===== src/rtl/sem_pkg.sv =====
package sem_pkg;

    localparam int STATUS_BYTE   = 'h014;
    localparam int LOCK_BASE     = 'h800;
    localparam int COUNT_LSB     = 24;
    localparam int LOCKS_PER_UNIT = 32;

    typedef enum logic [1:0] {
        SEL_NONE   = 2'd0,
        SEL_STATUS = 2'd1,
        SEL_LOCK   = 2'd2
    } sel_e;

    function automatic logic [7:0] count_field(input int n_locks);
        return 8'(n_locks / LOCKS_PER_UNIT);
    endfunction

endpackage


===== src/rtl/sem_addr_decode.sv =====
module sem_addr_decode
    import sem_pkg::*;
#(
    parameter int NUM_LOCKS = 32,
    parameter int ADDR_W    = 12,
    parameter int IDX_W     = $clog2(NUM_LOCKS)
) (
    input  logic [ADDR_W-1:0] addr,
    output sel_e              sel,
    output logic [IDX_W-1:0]  idx
);

    localparam logic [ADDR_W-1:0] BASE_A   = ADDR_W'(LOCK_BASE);
    localparam logic [ADDR_W-1:0] STATUS_A = ADDR_W'(STATUS_BYTE);
    localparam logic [ADDR_W-1:0] SPAN_A   = ADDR_W'(NUM_LOCKS * 4);

    logic [ADDR_W-1:0] rel;

    always_comb begin
        rel = addr - BASE_A;
        idx = rel[IDX_W+1:2];
        sel = SEL_NONE;
        if (addr[1:0] == 2'b00) begin
            if (addr == STATUS_A) begin
                sel = SEL_STATUS;
            end else if (addr >= BASE_A && rel < SPAN_A) begin
                sel = SEL_LOCK;
            end
        end
    end

endmodule


===== src/rtl/sem_lock_array.sv =====
module sem_lock_array #(
    parameter int NUM_LOCKS = 32,
    parameter int IDX_W     = $clog2(NUM_LOCKS)
) (
    input  logic             clk,
    input  logic             rst_n,
    input  logic             acq,
    input  logic             rel,
    input  logic [IDX_W-1:0] idx,
    output logic             prior
);

    typedef struct packed {
        logic [NUM_LOCKS-1:0] held;
    } arr_t;

    arr_t st_d, st_q;

    always_comb begin
        st_d = st_q;
        if (rel) begin
            st_d.held[idx] = 1'b0;
        end
        prior = st_d.held[idx];
        if (acq) begin
            st_d.held[idx] = 1'b1;
        end
    end

    always_ff @(posedge clk or negedge rst_n) begin
        if (!rst_n) begin
            st_q <= '0;
        end else begin
            st_q <= st_d;
        end
    end

    assert_acquire_holds_R2: assert property (@(posedge clk) disable iff (!rst_n)
        acq |=> st_q.held[$past(idx)]);

    assert_release_frees_R4: assert property (@(posedge clk) disable iff (!rst_n)
        (rel && !acq) |=> !st_q.held[$past(idx)]);

    assert_no_access_stable_R5: assert property (@(posedge clk) disable iff (!rst_n)
        (!acq && !rel) |=> $stable(st_q.held));

    assert_single_change_R11: assert property (@(posedge clk) disable iff (!rst_n)
        $countones(st_q.held ^ $past(st_q.held)) <= 1);

endmodule


===== src/rtl/hw_semaphore_bank.sv =====
module hw_semaphore_bank
    import sem_pkg::*;
#(
    parameter int NUM_LOCKS = 32,
    parameter int ADDR_W    = 12
) (
    input  logic              clk,
    input  logic              rst_n,
    input  logic [ADDR_W-1:0] bus_addr,
    input  logic              bus_rd,
    input  logic              bus_wr,
    input  logic [31:0]       bus_wdata,
    output logic [31:0]       bus_rdata
);

    localparam int          IDX_W      = $clog2(NUM_LOCKS);
    localparam logic [31:0] STATUS_VAL = {count_field(NUM_LOCKS), 24'h0};

    typedef struct packed {
        logic [31:0] rdata;
    } rd_t;

    sel_e             sel;
    logic [IDX_W-1:0] idx;
    logic             acq, rel, prior;
    rd_t              rd_d, rd_q;

    sem_addr_decode #(
        .NUM_LOCKS (NUM_LOCKS),
        .ADDR_W    (ADDR_W),
        .IDX_W     (IDX_W)
    ) i_decode (
        .addr (bus_addr),
        .sel  (sel),
        .idx  (idx)
    );

    always_comb begin
        acq = bus_rd && (sel == SEL_LOCK);
        rel = bus_wr && (sel == SEL_LOCK) && (bus_wdata == 32'h0);
    end

    sem_lock_array #(
        .NUM_LOCKS (NUM_LOCKS),
        .IDX_W     (IDX_W)
    ) i_locks (
        .clk   (clk),
        .rst_n (rst_n),
        .acq   (acq),
        .rel   (rel),
        .idx   (idx),
        .prior (prior)
    );

    always_comb begin
        rd_d.rdata = 32'h0;
        if (bus_rd) begin
            case (sel)
                SEL_STATUS: rd_d.rdata = STATUS_VAL;
                SEL_LOCK:   rd_d.rdata = {31'h0, prior};
                default:    rd_d.rdata = 32'h0;
            endcase
        end
    end

    always_ff @(posedge clk or negedge rst_n) begin
        if (!rst_n) begin
            rd_q <= '0;
        end else begin
            rd_q <= rd_d;
        end
    end

    assign bus_rdata = rd_q.rdata;

    assert_lock_word_shape_R3: assert property (@(posedge clk) disable iff (!rst_n)
        acq |=> (bus_rdata[31:1] == 31'h0));

    assert_status_value_R6: assert property (@(posedge clk) disable iff (!rst_n)
        (bus_rd && bus_addr == ADDR_W'(STATUS_BYTE)) |=>
        (bus_rdata[31:24] == 8'(NUM_LOCKS / 32) && bus_rdata[23:0] == 24'h0));

    assert_unmapped_zero_R7: assert property (@(posedge clk) disable iff (!rst_n)
        (bus_rd && sel == SEL_NONE) |=> (bus_rdata == 32'h0));

    assert_idle_zero_R10: assert property (@(posedge clk) disable iff (!rst_n)
        !bus_rd |=> (bus_rdata == 32'h0));

    assert_same_cycle_order_R8: assert property (@(posedge clk) disable iff (!rst_n)
        (acq && rel) |=> (bus_rdata == 32'h0));

endmodule


===== config.mk =====
export PLATFORM = sky130hd
export DESIGN_NAME = hw_semaphore_bank
export DESIGN_NICKNAME = d
export VERILOG_FILES = /design/src/rtl/sem_pkg.sv /design/src/rtl/sem_addr_decode.sv /design/src/rtl/sem_lock_array.sv /design/src/rtl/hw_semaphore_bank.sv
export SDC_FILE = /design/constraint.sdc
export NUM_CORES = 1
export LEC_CHECK = 0
export ABC_AREA = 1
export BUFFER_PORTS_ARGS = -buffer_cell sky130_fd_sc_hd__buf_4
export CAP_MARGIN = 20
export CORE_ASPECT_RATIO = 1.2
export CORE_MARGIN = 2
export CORE_UTILIZATION = 45
export CTS_BUF_LIST = sky130_fd_sc_hd__clkbuf_4
export DETAILED_ROUTE_END_ITERATION = 10
export PLACE_DENSITY = 0.73
export SLEW_MARGIN = 20
export SYNTH_ARGS = -nofsm -noshare
export SYNTH_HDL_FRONTEND = slang
export SYNTH_SLANG_ARGS = --single-unit

===== constraint.sdc =====
create_clock -name clk -period 1.2 [get_ports clk]
set_input_delay 0.24 -clock clk [delete_from_list [all_inputs] [get_ports clk]]
set_output_delay 0.24 -clock clk [all_outputs]
set_load 0.01 [all_outputs]

# After elaboration in Yosys (flattened, before gate mapping)
# Index checks and enable logic that the tools add are counted.
[classes] addsub=1 magnitude_cmp=4 n_eq_ne=3 muxes=11 bitwise=3 n_reduce_logical=7
[ops] cell="32-bit two-way mux" n=3
[ops] cell="25-bit one-hot mux with 2 select lines" n=1
[ops] cell="32-bit AND" n=1
[ops] cell="32-bit logical NOT" n=1
[ops] cell="32-bit inverter" n=1
[ops] cell="32-bit bitwise OR" n=1
[ops] cell="12-bit by 5-bit == test with 1-bit output (second input constant)" n=1
[ops] cell="12-bit greater-or-equal comparator (second input constant)" n=1
[ops] cell="12-bit by 8-bit less-than comparator with 1-bit output (second input constant)" n=1
[ops] cell="12-bit subtractor (second input constant)" n=1
[ops] cell="5-bit by 6-bit less-than comparator with 1-bit output (second input constant)" n=1
[ops] cell="2-bit two-way mux" n=3
[ops] cell="1-bit binary-select mux with 5-bit select" n=1
[ops] cell="1-bit demux with 5-bit select" n=1
[ops] cell="5-bit by 1-bit greater-or-equal comparator with 1-bit output (second input constant)" n=1
[ops] cell="1-bit logical AND" n=5
[ops] cell="2-bit by 1-bit == test with 1-bit output (second input constant)" n=1
[ops] cell="2-bit == test (second input constant)" n=1
[ops] cell="2-bit logical NOT" n=1
[ops] cell="1-bit two-way mux" n=2
[word_totals] ff_bits=64 in_bits=48 out_inout_bits=32 word_cells=31

# Logic depth before layout (Yosys ltp)
[logic_depth] ltp_word=14 ltp_mapped=16 ltp_nobuf=15

# Modules after synthesis
# From an unflattened synthesis, not the netlist that was laid out.
[hier_totals] hier_cells=324 area_unflattened_um2=2389.8
[by_module_without_submodules] module="sem_lock_array" n_inst=1 cells_each=233 area_per_inst_um2=1865.5 seq_area_each_um2=800.8
[by_module_without_submodules] module="hw_semaphore_bank" n_inst=1 cells_each=74 area_per_inst_um2=439.2 seq_area_each_um2=50.0
[by_module_without_submodules] module="sem_addr_decode" n_inst=1 cells_each=17 area_per_inst_um2=85.1 seq_area_each_um2=0.0

# Least setup slack after synthesis
# OpenSTA, ideal clock, no wires.
[synth_timing] kind="input to register" start="input port bus_wdata[3]" end="register rd_q (netlist bit bus_rdata[0])" arrival_ns=1.421 required_time_ns=1.083 slack_ns=-0.338 stages=12 n_path_buf=1 cell_sequence="or2_0 > nor2_2 > nand2_2 > nor2_8 > nand2_4 > buf_6 > o21ai_1 > nand2_1 > nand4_1 > nor2_1 > nor2_1 > nor2_1"
[synth_lines] element="from (decl)" line_no="hw_semaphore_bank.sv:12" source="input logic [31:0] bus_wdata,"
[synth_lines] element="to (signal assigned)" line_no="hw_semaphore_bank.sv:70" source="rd_q <= rd_d;"
[synth_lines] element="to (decl)" line_no="hw_semaphore_bank.sv:26" source="rd_t rd_d, rd_q;"

==> run summary <==
Run status: finished with violations
Failing checks: negative setup slack
Async set-or-reset flop fraction in the synthesized netlist: 100%
H-tree levels: 2
CP max stage cell: or2_0
Total grt overflow: 0
# rows: 29
CP endpoint kind: register
CP Cell Sequence: buf_6, or2_0, nor2_2, nand2_2, nor2_8, clkbuf_16, nand3_1, nand2_1, nand2_1, nand2_1, nor2_1, nor2_1, nor2_1, nand3_1, nor2_1
First-pass GRT wire length: 10.2 mm
Post-DP Area: 3050 sq um
Nets: 499
Layout Utilization: 67.1%
DRT antenna net count: 0
Clock buffer count from CTS: 5
Core box area: 5190 sq um
CTS sink count: 34
Fin area: 3480 sq um
Hold Crit Class: primary input to register
Buffers added on ports: 49
Synth Instances: 352
Fin Setup TNS: -340 ps
Final WL: 6.28 mm
CTS Root Cell: clkbuf_4
Clock skew: 8.74 ps
DP HPWL: 4.42 mm
Synthesis-to-finish area growth: 46.0%
RSZ-0062 raised after global routing: true
Final hold slack: 137 ps
Clk_lat worst skew: 340 ps
Post-synth EDFFs: 0
Iter 0 DRT Violations: 232
Die Area: 5900 sq um
Die width: 70.5 um
GP Congestion: 0.863
CTS tree: built
Cell area after synthesis: 2380 sq um
Vias in the first global route: 2285
DRC Markers: 0
Tmin final: 1490 ps
All-layer global routing usage: 21.5%
Pins over their slew limit: 0
Total number of vias: 2442
Initial antenna violation count: 0
# diodes: 0
Vias/cell: 4.75
Fmax: 670 MHz
Setup-failing EPs final: 5
Routed len/inst: 12.2 um
Post-route setup slack: -293 ps
Yosys warns: 0
Largest net degree at the start of global routing: 35
Max-cap violations: 0
Ratio of cells with drive above 1 in the final layout: 38.9%
Clock buffer depth: 2
Worst Path Max Fanout: 6
Crit Path Category: primary input to register
Fin cells: 514
Clk slew on worst S/H paths: 100 ps
Max IR drop VDD: 0.642 mV
Worst Path Required: 1430 ps
Top Ports: 80
Hold Vio Cnt, Final: 0
Initial Util: 46.0%
Ys flop type: dfrtp_1
R2R setup slack: 0 ps
Die H: 83.7 um
Final Cycle Share: 124%
Dpl cells: 499
Pleak: 1.76 nW
Pwr dens: 650 nW/um^2
Seq/Total Area, Yosys: 35.7%
Synth unique cells: 27
Slowest stage delay, CP: 220 ps
#FFs+latches synth: 34
Worst Setup Start Kind: primary input
Pre-Repair DR Iteration Count: 4
Most used cell along the critical path: nor2_1
Syn_area_per_cell: 6.77 sq um
Worst EP arrival: 1730 ps
-- where the power goes --
part	total, mW	internal [mW]	leakage, nW	switching, mW
logic	0.484	0.224	1.25	0.260
clock network	0.620	0.242	0.0331	0.377
registers	1.16	1.15	0.474	0.00392
-- cells by family (layout without fill, tap and decap cells) --
| family | Yosys count | count (layout) | synth area share, % |
|---|---|---|---|
| AO/OA/AOI/OAI | 38 | 38 | 9.23 |
| buffers and inverters | 65 | 136 | 16.3 |
| flip-flops | 34 | 34 | 35.7 |
| other | 1 | 30 | 0.157 |
| AND/OR/NAND/NOR | 214 | 214 | 38.7 |
-- per-stage QoR --
stage               setup WS [ps]  total power [mW]
detailed placement           -634              1.63
finish                       -293              2.26
floorplan                    -338              1.45
CTS                          -245              2.25
global placement             -606              1.62
global route                 -404              2.40
-- registers in the layout, summed over array words and instances (netlist names) --
name,cells
bus_rdata,2
i_locks.st_q,32
-- worst max-delay path: cells and delay by family --
family	cells	cell delay [ps]
simple gates	13	1200
buf+inv	2	280
-- cell usage after synthesis (3+ instances only) --
library cell  instances  share of area [%]
buf_2                 4               0.84
buf_4                31                9.8
o21ai_0              13                2.7
a21oi_1               4               0.84
o21ai_2               6                2.2
nand2_1             110                 17
nand3_1              25                5.2
inv_1                24                3.8
nor2_1               59                9.3
o21ai_1              13                2.7
nor2_4                3                1.4
dfrtp_1              34                 36
buf_6                 3                1.4
nor2_2                5                1.3
-- path summary, 6_finish.rpt --
check                                  from                to  cells past startpoint
hold reg to reg            i_locks.st_q[25]  i_locks.st_q[25]                      2
setup / recovery               bus_wdata[2]      bus_rdata[0]                     15
setup reg to reg           i_locks.st_q[29]      bus_rdata[0]                      8
hold / removal                 bus_addr[11]     bus_rdata[24]                      3
min in group asynchronous             rst_n  i_locks.st_q[22]                      2
max in group asynchronous             rst_n  i_locks.st_q[12]                      2
-- routing by layer --
metal / up-vias / GRT usage [%] / wire length [um]
met5: - / 0 / 0
met4: 0 / 7.34 / 127
met3: 16 / 4.83 / 343
met2: 81 / 37.6 / 3320
met1: 1097 / 25.6 / 2490
li1: 1248 / - / -
-- final cells by class --
class                           count  area (sq um)
Inverter                           27           106
Clock inverter                      2          8.76
Fill cell                         424          1710
Multi-Input combinational cell    282          1480
Tap cell                           62          77.6
Clock buffer                        6          45.0
Sequential cell                    34           851
Timing Repair Buffer              101           908
-- timing repair --
action                                  4_1_cts  5_1_grt
pin swaps                                     2       21
hold buffers                                  1        0
buffers inserted                              0        2
endpoints found under the setup margin       26       30
resized for setup                             7       68
hold endpoints to repair                     34        0
gates cloned                                  1        3
-- cells in the final DEF (no fill, tap or decap), drive strengths merged --
| cell | instances |
|---|---|
| clkinv | 3 |
| dfrtp | 34 |
| a22o | 2 |
| buf | 97 |
| or2 | 1 |
| or3b | 1 |
| inv | 26 |
| nand4 | 2 |
| a21oi | 4 |
| nor2 | 68 |
| nand2 | 113 |
| and2 | 1 |
| o21ai | 32 |
| nand3 | 26 |
| nor3 | 2 |
| clkbuf | 9 |
| conb | 30 |
| dlygate4sd3 | 1 |
Note: power is estimated with default switching activity, not from simulation.
